`config.mk`:
```
export PLATFORM = sky130hd
export DESIGN_NAME = tx_format_detector
export DESIGN_NICKNAME = d
export VERILOG_FILES = /design/src/rtl/tx_fmt_pkg.sv /design/src/rtl/txf_run_counter.sv /design/src/rtl/txf_mark_encoder.sv /design/src/rtl/tx_format_detector.sv
export SDC_FILE = /design/constraint.sdc
export NUM_CORES = 1
export LEC_CHECK = 0
export BUFFER_PORTS_ARGS = -buffer_cell sky130_fd_sc_hd__buf_2
export CORE_AREA = 3 3 40 42
export DETAILED_ROUTE_END_ITERATION = 10
export DIE_AREA = 0 0 43 45
export PLACE_DENSITY = 0.5
export SYNTH_ARGS = -nofsm -noshare
export SYNTH_HDL_FRONTEND = slang
export SYNTH_SLANG_ARGS = --single-unit
```
`constraint.sdc`:
```
create_clock -name clk_i -period 1.9 [get_ports clk_i]
set_input_delay 0.19 -clock clk_i [delete_from_list [all_inputs] [get_ports clk_i]]
set_output_delay 0.19 -clock clk_i [all_outputs]
set_load 0.01 [all_outputs]
```
`src/rtl/tx_fmt_pkg.sv`:
```
// Package: shared types for the transmit format detector.
// Assumes: one mark request at most per transmit clock period.
package tx_fmt_pkg;

    // Data format currently in force
    typedef enum logic {
        FMT_BIPOLAR  = 1'b0,
        FMT_UNIPOLAR = 1'b1
    } fmt_e;

    // One pulse request toward the line driver
    typedef struct packed {
        logic pos;
        logic neg;
    } mark_t;

    localparam mark_t MARK_NONE = '{pos: 1'b0, neg: 1'b0};
    localparam mark_t MARK_POS  = '{pos: 1'b1, neg: 1'b0};
    localparam mark_t MARK_NEG  = '{pos: 1'b0, neg: 1'b1};

endpackage

```
`src/rtl/txf_run_counter.sv`:
```
// Module: txf_run_counter
// Counts consecutive high samples of the negative-request pin and reports,
// combinationally, whether the current sample completes a run of RUN_LEN.
// Assumes: the sampling edge is the falling edge of clk_i; the count saturates
// at its all-ones value so an endless run never wraps back below threshold.
module txf_run_counter #(
    parameter int RUN_LEN = 16,
    parameter int CNT_W   = $clog2(RUN_LEN) + 1
) (
    input  logic clk_i,
    input  logic rst_ni,
    input  logic level_i,
    output logic reach_o
);
    localparam logic [CNT_W-1:0] CNT_MAX  = {CNT_W{1'b1}};
    localparam logic [CNT_W-1:0] CNT_TRIP = CNT_W'(RUN_LEN - 1);

    logic [CNT_W-1:0] cnt_q;
    logic [CNT_W-1:0] cnt_d;

    // Next count: clear on a low sample, otherwise increment up to saturation
    always_comb begin
        if (!level_i) begin
            cnt_d = '0;
        end else if (cnt_q == CNT_MAX) begin
            cnt_d = CNT_MAX;
        end else begin
            cnt_d = cnt_q + 1'b1;
        end
    end

    // Run count register, updated on the sampling edge
    always_ff @(negedge clk_i) begin
        if (!rst_ni) begin
            cnt_q <= '0;
        end else begin
            cnt_q <= cnt_d;
        end
    end

    // Current sample is the RUN_LEN-th (or later) consecutive high
    assign reach_o = level_i && (cnt_q >= CNT_TRIP);

    // a low sample restarts the run
    assert_run_clear_R5: assert property (@(negedge clk_i) disable iff (!rst_ni)
        !level_i |=> (cnt_q == '0));

    // a saturated count stays saturated while the pin stays high
    assert_run_saturate_R9: assert property (@(negedge clk_i) disable iff (!rst_ni)
        (cnt_q == CNT_MAX && level_i) |=> (cnt_q == CNT_MAX));

endmodule

```
`src/rtl/txf_mark_encoder.sv`:
```
// Module: txf_mark_encoder
// Turns one sampled pin pair into a registered mark request. In bipolar format
// each pin asks for its own polarity and a pair of highs cancels. In
// single-line format the positive pin carries NRZ data, coded with
// alternate mark inversion.
// Assumes: fmt_i is valid for the same sample as the data pins.
module txf_mark_encoder
    import tx_fmt_pkg::*;
(
    input  logic  clk_i,
    input  logic  rst_ni,
    input  fmt_e  fmt_i,
    input  logic  data_p_i,
    input  logic  data_n_i,
    output mark_t mark_o
);
    logic  next_neg_q;   // polarity of the next single-line mark: 1 = negative
    mark_t mark_d;
    logic  next_neg_d;

    // Mark selection and polarity bookkeeping for the current sample
    always_comb begin
        next_neg_d = 1'b0;
        mark_d     = MARK_NONE;
        if (fmt_i == FMT_UNIPOLAR) begin
            next_neg_d = next_neg_q;
            if (data_p_i) begin
                mark_d     = next_neg_q ? MARK_NEG : MARK_POS;
                next_neg_d = !next_neg_q;
            end
        end else begin
            unique case ({data_p_i, data_n_i})
                2'b10:   mark_d = MARK_POS;
                2'b01:   mark_d = MARK_NEG;
                default: mark_d = MARK_NONE;
            endcase
        end
    end

    // Output mark and polarity registers, updated on the sampling edge
    always_ff @(negedge clk_i) begin
        if (!rst_ni) begin
            mark_o     <= MARK_NONE;
            next_neg_q <= 1'b0;
        end else begin
            mark_o     <= mark_d;
            next_neg_q <= next_neg_d;
        end
    end

    // a single-line zero never yields a mark
    assert_uni_zero_quiet_R6: assert property (@(negedge clk_i) disable iff (!rst_ni)
        (fmt_i == FMT_UNIPOLAR && !data_p_i) |=> (mark_o == MARK_NONE));

    // a positive single-line mark is followed by a negative one on the next one
    assert_uni_alternate_R6: assert property (@(negedge clk_i) disable iff (!rst_ni)
        (fmt_i == FMT_UNIPOLAR && data_p_i && mark_o.pos && $past(fmt_i) == FMT_UNIPOLAR)
        |=> mark_o.neg);

    // both pins high in bipolar format cancel
    assert_bip_cancel_R3: assert property (@(negedge clk_i) disable iff (!rst_ni)
        (fmt_i == FMT_BIPOLAR && data_p_i && data_n_i) |=> (mark_o == MARK_NONE));

endmodule

```
`src/rtl/tx_format_detector.sv`:
```
// Module: tx_format_detector (top)
// Samples the two transmit request pins on the falling edge of the transmit
// clock. It selects bipolar or single-line NRZ format from the length of the
// current high run on the negative pin, and registers the mark requests and
// the format flag on that same edge.
// Assumes: clk_i is the transmit clock (nominally 1.544 MHz); reset is
// synchronous and sampled on the falling edge.
module tx_format_detector
    import tx_fmt_pkg::*;
#(
    parameter int RUN_LEN = 16
) (
    input  logic clk_i,
    input  logic rst_ni,
    input  logic tx_p_i,
    input  logic tx_n_i,
    output logic mark_pos_o,
    output logic mark_neg_o,
    output logic unipolar_o
);
    localparam int CNT_W = $clog2(RUN_LEN) + 1;

    logic  reach;
    fmt_e  fmt_now;
    fmt_e  fmt_q;
    mark_t mark;

    txf_run_counter #(
        .RUN_LEN (RUN_LEN),
        .CNT_W   (CNT_W)
    ) i_run (
        .clk_i   (clk_i),
        .rst_ni  (rst_ni),
        .level_i (tx_n_i),
        .reach_o (reach)
    );

    // Format in force for the current sample
    assign fmt_now = reach ? FMT_UNIPOLAR : FMT_BIPOLAR;

    txf_mark_encoder i_enc (
        .clk_i    (clk_i),
        .rst_ni   (rst_ni),
        .fmt_i    (fmt_now),
        .data_p_i (tx_p_i),
        .data_n_i (tx_n_i),
        .mark_o   (mark)
    );

    // Registered format flag, same edge as the marks
    always_ff @(negedge clk_i) begin
        if (!rst_ni) begin
            fmt_q <= FMT_BIPOLAR;
        end else begin
            fmt_q <= fmt_now;
        end
    end

    assign mark_pos_o = mark.pos;
    assign mark_neg_o = mark.neg;
    assign unipolar_o = (fmt_q == FMT_UNIPOLAR);

    // marks never overlap
    assert_mark_exclusive_R7: assert property (@(negedge clk_i) disable iff (!rst_ni)
        !(mark_pos_o && mark_neg_o));

    // a low negative-pin sample forces bipolar format
    assert_exit_bipolar_R5: assert property (@(negedge clk_i) disable iff (!rst_ni)
        !tx_n_i |=> !unipolar_o);

    // a lone positive request in bipolar format gives a positive mark
    assert_bip_pos_R2: assert property (@(negedge clk_i) disable iff (!rst_ni)
        (tx_p_i && !tx_n_i) |=> (mark_pos_o && !mark_neg_o));

    // single-line format persists while the negative pin stays high
    assert_hold_unipolar_R9: assert property (@(negedge clk_i) disable iff (!rst_ni)
        (unipolar_o && tx_n_i) |=> unipolar_o);

endmodule

```
==> results by group, run 1 <==
Run status
  • Status: complete, no violations

Setup path
  • CP endpoint kind: output pin
  • Crit-path max cell delay: slightly below 0.3 ns
  • CP Class: reg2out
  • Worst reg2reg path depth: 4
  • Worst path depth: 1
  • R2R Path End: i_enc.mark_o[0]$_SDFF_NN0_
  • Critical path origin: i_enc.mark_o[1]$_SDFF_NN0_
  • Delay-heaviest family, CP: flip-flops
  • Worst Setup Start Kind: flop
  • Crit-path cells: buf_2
  • Critical Path AT: 1.68 ns
  • Worst Path Max Fanout: 1
  • Slowest stage cell, crit path: dfxtp_1
  • CP required: 1.71 ns
  • CP bufs+invs: 1
  • R2r startpoint: i_run.cnt_q[0]$_SDFF_NN0_
  • Reg2Reg Setup Slack: roughly 0.45 ns
  • CP Capture Point: mark_pos_o

Global routing
  • Remaining global-route overflow: 0
  • Gr busiest metal: met3
  • First-pass GRT wire length: around 990 um
  • Met2 Usage GRT: 7.78%
  • Global Route met3 Usage: approximately 8.4%
  • Grt met1 use: under 10%
  • Vias in the first global route: 279
  • All-Layer GR Usage: 7.26%
  • Initial antenna violation count: 0
  • Largest net degree at the start of global routing: 6

Yosys
  • Synth Instances: 35
  • Commonest cells post-synth: 9 x dfxtp_1, 4 x a21oi_1, 4 x nor2_1
  • Syn Std Cell Area: 352 um2
  • Synth top area share: 51.2%
  • Ys Warns: 0
  • Post-synth EDFFs: 0
  • Post-synth top flop: dfxtp_1
  • Synthesized flop and latch total: 9
  • Syn avg cell area: around 10 um2
  • Sequential-to-total area share from yosys stat: 51.2%
  • Count leader, synth: dfxtp_1
  • Most area-consuming cells after synthesis: dfxtp_1 51%, a31oi_4 6.0%, a21oi_1 5.7%
  • Distinct cell type count after synthesis: 17
  • Synth area leader: dfxtp_1
  • Post-Syn Nets: 40
  • FFs w/ async S/R, synth: 0%

STA
  • Worst Clk Skew: roughly 0.013 ns
  • Slew Limit Fails: 0
  • Slew @ Worst Pin: approximately 0.24 ns
  • Relative slew margins: around 84%
  • Final Hold Viols: 0
  • Endpoints failing setup: 0
  • Setup TNS: 0 ns
  • WHS: approximately 0.48 ns
  • Unrepaired setup endpoints after global routing: true

Placement
  • Placed Area: a little over 400 um2
  • Buffers on Ports: 6
  • Post-DP HPWL: ~430 um
  • Gp weighted congestion: 0.641

Routing
  • WL/cell: 8.61 um
  • Initial DRT Pass Iterations: 2
  • Number of DRC markers in iteration 0: 3
  • Vias/cell: about 4.3
  • Drt drc: 0
  • Antenna viol nets, final: 0
  • Vias: 301
  • WL final: 603 um

Layout
  • NumNets Final: around 60
  • Reg area: between 150 and 200 um2
  • Final core utilization: 36.7%
  • Diode count: 0
  • Fillers: roughly 140
  • Post-route cell area: about 470 um2
  • Area growth, synth to finish: 34.2%
  • Layout cell share with drive strength beyond 1: 25.5%
  • Multi-input gate area: between 150 and 200 um2

Clock network
  • Root buf cell: clkbuf_4
  • H-tree levels: 1
  • CTS clk-pin slew, worst paths: ~0.030 ns
  • CTS buffer count: 3
  • Longest Clk Path Bufs: 2
  • Worst-Skew Late Latency: 0.33 ns
  • CTS tree: yes
  • Clock sink total: 9
  • Post-CTS setup buffer count: 0
  • # resized after CTS: 0
  • Cts hold-fix bufs: 0

Floorplan
  • Core Box Area: ~1300 um2
  • Die H: 45 um
  • Die area: around 1900 um2
  • Starting Density: 27.4%
  • Die Wd: approximately 43 um
  • Rows: 13
  • Boundary pin count: 7

Hold path
  • Worst min path class: reg2reg

Pwr
  • Maximum VDD drop: around 0.46 mV
  • P_leak: about 0.00024 uW
  • Pwr/cell area: about 900 nW/um2

Job
  • Max Cap Viol: 0
-- worst min-delay path by stage --
stage | cells past startpoint | end | slack [ns] | from
2_1_floorplan | 1 | i_run.cnt_q[0]$_SDFF_NN0_ | 0.45 | i_run.cnt_q[0]$_SDFF_NN0_
3_3_place_gp | 1 | i_run.cnt_q[0]$_SDFF_NN0_ | 0.47 | i_run.cnt_q[0]$_SDFF_NN0_
3_5_place_dp | 1 | i_run.cnt_q[0]$_SDFF_NN0_ | 0.47 | i_run.cnt_q[0]$_SDFF_NN0_
4_1_cts | 1 | i_run.cnt_q[0]$_SDFF_NN0_ | 0.48 | i_run.cnt_q[0]$_SDFF_NN0_
5_1_grt | 1 | i_run.cnt_q[0]$_SDFF_NN0_ | 0.51 | i_run.cnt_q[0]$_SDFF_NN0_
6_report | 1 | i_run.cnt_q[0]$_SDFF_NN0_ | 0.48 | i_run.cnt_q[0]$_SDFF_NN0_
-- state kept, by name (all words and copies together) (netlist names) --
signal            count
i_enc.next_neg_q      1
i_run.cnt_q           5
unipolar_o            1
i_enc.mark_o          2
-- placed cells by master (no fill, tap or decap), drive strengths merged --
cell and count:
nand4 1, xor2 1, a31oi 2, or2 1, clkbuf 3, a21o 1
o22ai 1, mux2 1, dfxtp 9, ha 1, xnor2 2, inv 11
buf 8, nor3 1, nand2 3, a21oi 4, nor2 4, nand3 1
-- power by group --
group	switching [uW]	leakage [uW]	total, uW	internal [uW]
combinational	10.2	0.0000975	21.4	11.2
sequential	2.38	0.0000731	197	194
clock	111	0.0000671	211	101
total	123	0.000238	429	306
-- metrics by stage --
stage          std cells  total power (uW)  worst slack (ns)
2_1_floorplan         35               242             0.147
3_3_place_gp          58               253             0.106
3_5_place_dp          58               253             0.102
4_1_cts               70               444            0.0178
5_1_grt               70               467           -0.0113
6_report              70               429            0.0332
-- final cells by class --
type	count	area share, %
timing repair buffer	8	9.55
multi-input combinational	24	34.7
clock inverter	10	7.96
clock buffer	3	4.77
inverter	1	0.796
tap	15	3.98
sequential	9	38.2
-- per-layer routing --
| metal | part of all wire (%) | up-vias |
|---|---|---|
| met4 | 0 | 0 |
| met1 | 48 | 132 |
| li1 | - | 161 |
| met3 | 8.8 | 0 |
| met5 | 0 | - |
| met2 | 43 | 8 |
-- logic make-up (layout without fill, tap and decap cells) --
group	after synthesis	after routing	share of synthesized area, %
muxes	1	1	4.27
DFF	9	9	51.2
AOI/OAI and AO/OA	8	8	17.4
buffers and inverters	2	22	2.14
xor gates and xnor gates	3	3	7.47
and+or+nand+nor	11	11	13.9
adders and majority gates	1	1	3.56
No activity file was read; power rests on OpenSTA's default activity.
==> run 2: changes to the inputs <==
clock period = 2.1 ns   (was 1.9 ns; I/O delays follow)
==> run 2 against run 1 <==
  * Cell count down 1.4%
  * Non-clock buffer count down 1
  * Sequential share of layout area up 0.62 points
  * Global-route usage up 0.42 points
  * Sequential cell count unchanged
  * Setup slack better by 0.076 ns
  * Critical endpoint unchanged
  * Clock-buffer cell count unchanged
==> results by group, run 2 (synthesis gave the netlist of run 1 again) <==
Clock network
  • Worst-Skew Late Latency: 0.32 ns (was 0.33 ns)
  • CTS buffer count: 3 (unchanged)
  • H-tree levels: 1 (unchanged)
  • Post-CTS setup buffer count: 0 (unchanged)
  • Longest Clk Path Bufs: 2 (unchanged)
  • CTS clk-pin slew, worst paths: 0.04 ns (was 0.03 ns)
  • Clock sink total: 9 (unchanged)
  • CTS tree: yes (unchanged)
  • Cts hold-fix bufs: 0 (unchanged)
  • Root buf cell: clkbuf_4 (unchanged)
  • # resized after CTS: 0 (unchanged)

Setup path
  • Critical Path AT: 1.78 ns (was 1.68 ns)
  • CP required: 1.89 ns (was 1.71 ns)
  • CP endpoint kind: output pin (unchanged)
  • Crit-path cells: buf_2 (unchanged)
  • Slowest stage cell, crit path: dfxtp_1 (unchanged)
  • CP Class: reg2out (unchanged)
  • CP bufs+invs: 1 (unchanged)
  • Worst reg2reg path depth: 4 (unchanged)
  • R2R Path End: i_enc.mark_o[0]$_SDFF_NN0_ (unchanged)
  • Worst Path Max Fanout: 1 (unchanged)
  • Delay-heaviest family, CP: flip-flops (unchanged)
  • Worst Setup Start Kind: flop (unchanged)
  • R2r startpoint: i_run.cnt_q[0]$_SDFF_NN0_ (unchanged)
  • Reg2Reg Setup Slack: 0.66 ns (was 0.45 ns)
  • Crit-path max cell delay: 0.28 ns (was 0.29 ns)

Pwr
  • Sequential Power Share: 46.3% (was 45.8%)
  • P_leak: 0.000233 uW (was 0.000238 uW)
  • Net Sw Frac: 28.2% (was 28.7%)
  • Net load switching power: 108 uW (was 123 uW)
  • Power share of the clock group: 49.0% (was 49.2%)
  • Pwr/cell area: 828 nW/um2 (was 910 nW/um2)
  • Comb power frac: 4.7% (was 5.0%)
  • Maximum VDD drop: 0.397 mV (was 0.462 mV)
  • Internal power: 276 uW (was 306 uW)

STA
  • Slew Limit Fails: 0 (unchanged)
  • Relative slew margins: 84.6% (was 84.2%)
  • Slew @ Worst Pin: 0.230 ns (was 0.236 ns)
  • Setup TNS: 0 ns (unchanged)
  • Worst Clk Skew: 0.00946 ns (was 0.0129 ns)
  • Endpoints failing setup: 0 (unchanged)
  • Unrepaired setup endpoints after global routing: false (was true)
  • Final worst slack: 0.109 ns (was 0.0332 ns)
  • Final Hold Viols: 0 (unchanged)

Layout
  • Area growth, synth to finish: 32.0% (was 34.2%)
  • Commonest non-fill, non-tap cells in the layout: 11 x inv_1, 9 x dfxtp_1, 6 x buf_2 (unchanged)
  • Diode count: 0 (unchanged)
  • Layout cell share with drive strength beyond 1: 24.1% (was 25.5%)
  • Biggest registers after layout: i_run.cnt_q: 5 flops, i_enc.mark_o: 2 flops (unchanged)
  • Fillers: 142 (unchanged)
  • Top register by number of flip-flops: i_run.cnt_q (unchanged)
  • NumNets Final: 60 (was 61)
  • Commonest non-fill, non-tap cell in the layout: inv_1 (unchanged)
  • Max reg flops: 5 (unchanged)

Global routing
  • Largest net degree at the start of global routing: 7 (was 6)
  • Remaining global-route overflow: 0 (unchanged)
  • First-pass GRT wire length: 1050 um (was 993 um)
  • Initial antenna violation count: 0 (unchanged)
  • Vias in the first global route: 300 (was 279)
  • All-Layer GR Usage: 7.69% (was 7.26%)

Placement
  • Buffers on Ports: 6 (unchanged)
  • Gp weighted congestion: 0.698 (was 0.641)
  • Setup WS pre-CTS: 0.168 ns (was 0.102 ns)
  • Post-DP HPWL: 406 um (was 427 um)

Routing
  • Initial DRT Pass Iterations: 2 (unchanged)
  • Antenna viol nets, final: 0 (unchanged)
  • WL final: 582 um (was 603 um)
  • WL/cell: 8.43 um (was 8.61 um)
  • Vias/cell: 4.17 (was 4.30)
  • Drt drc: 0 (unchanged)
  • Number of DRC markers in iteration 0: 4 (was 3)
  • Vias: 288 (was 301)

Floorplan
  • Die area: 1940 um2 (unchanged)
  • Die H: 45 um (unchanged)
  • Rows: 13 (unchanged)
  • Core Box Area: 1280 um2 (unchanged)
  • Boundary pin count: 7 (unchanged)
  • Die Wd: 43 um (unchanged)
  • Starting Density: 27.4% (unchanged)

Job
  • Max Cap Viol: 0 (unchanged)

Hold path
  • Worst Hold End: i_run.cnt_q[0]$_SDFF_NN0_ (unchanged)
  • Hold-critical path depth: 1 (unchanged)
  • Worst min path class: reg2reg (unchanged)
  • Worst min-delay path startpoint: i_run.cnt_q[0]$_SDFF_NN0_ (unchanged)

Run status
  • Status: complete, no violations (unchanged)
-- run 2: changes by cell type in the layout (fill, tap and decap cells not counted), sizes merged --
cell | before | now
buf | 8 | 7
-- run 2: worst max path at each step --
stage,from,end,cells past startpoint
2_1_floorplan,tx_n_i,i_enc.mark_o[0]$_SDFF_NN0_,3
3_3_place_gp,tx_n_i,i_enc.mark_o[0]$_SDFF_NN0_,4
3_5_place_dp,tx_n_i,i_enc.mark_o[0]$_SDFF_NN0_,4
4_1_cts,unipolar_o$_SDFF_NN0_,unipolar_o,1
5_1_grt,unipolar_o$_SDFF_NN0_,unipolar_o,1
6_report,i_enc.mark_o[1]$_SDFF_NN0_,mark_pos_o,1
-- run 2: metal layers --
layer	vias up	global-route usage, %	routed length, um
li1	159	-	-
met1	123	7.54	264
met2	6	10.5	272
met3	0	8.37	45
met4	0	3.01	0
met5	-	0	0
-- run 2: cell type report --
| type | count | area, um2 | area share [%] |
|---|---|---|---|
| timing repair buffer | 7 | 37.5 | 8.09 |
| clock inverter | 10 | 37.5 | 8.09 |
| sequential | 9 | 180 | 38.8 |
| clock buffer | 3 | 22.5 | 4.85 |
| inverter | 1 | 3.75 | 0.809 |
| multi-input combinational | 24 | 164 | 35.3 |
| tap | 15 | 18.8 | 4.04 |
-- run 2: per-stage QoR --
step / hold slack [ns] / area (um2) / std cells / total power (uW) / util, %
2_1_floorplan: 0.450 / 352 / 35 / 219 / -
3_3_place_gp: 0.475 / 408 / 57 / 228 / 31.7
3_5_place_dp: 0.474 / 408 / 57 / 227 / 31.7
4_1_cts: 0.494 / 464 / 69 / 395 / 36.1
5_1_grt: 0.521 / 464 / 69 / 427 / 36.1
6_report: 0.488 / 464 / 69 / 384 / 36.1
-- run 2: power groups by stage --
stage,clock [uW],combinational (uW),sequential (uW)
after floorplan,29.3,8.99,181
after global placement,29.3,18.2,180
after detailed placement,29.3,18.3,180
after CTS,199,18.4,178
after global routing,229,20.9,178
final,188,18.0,178
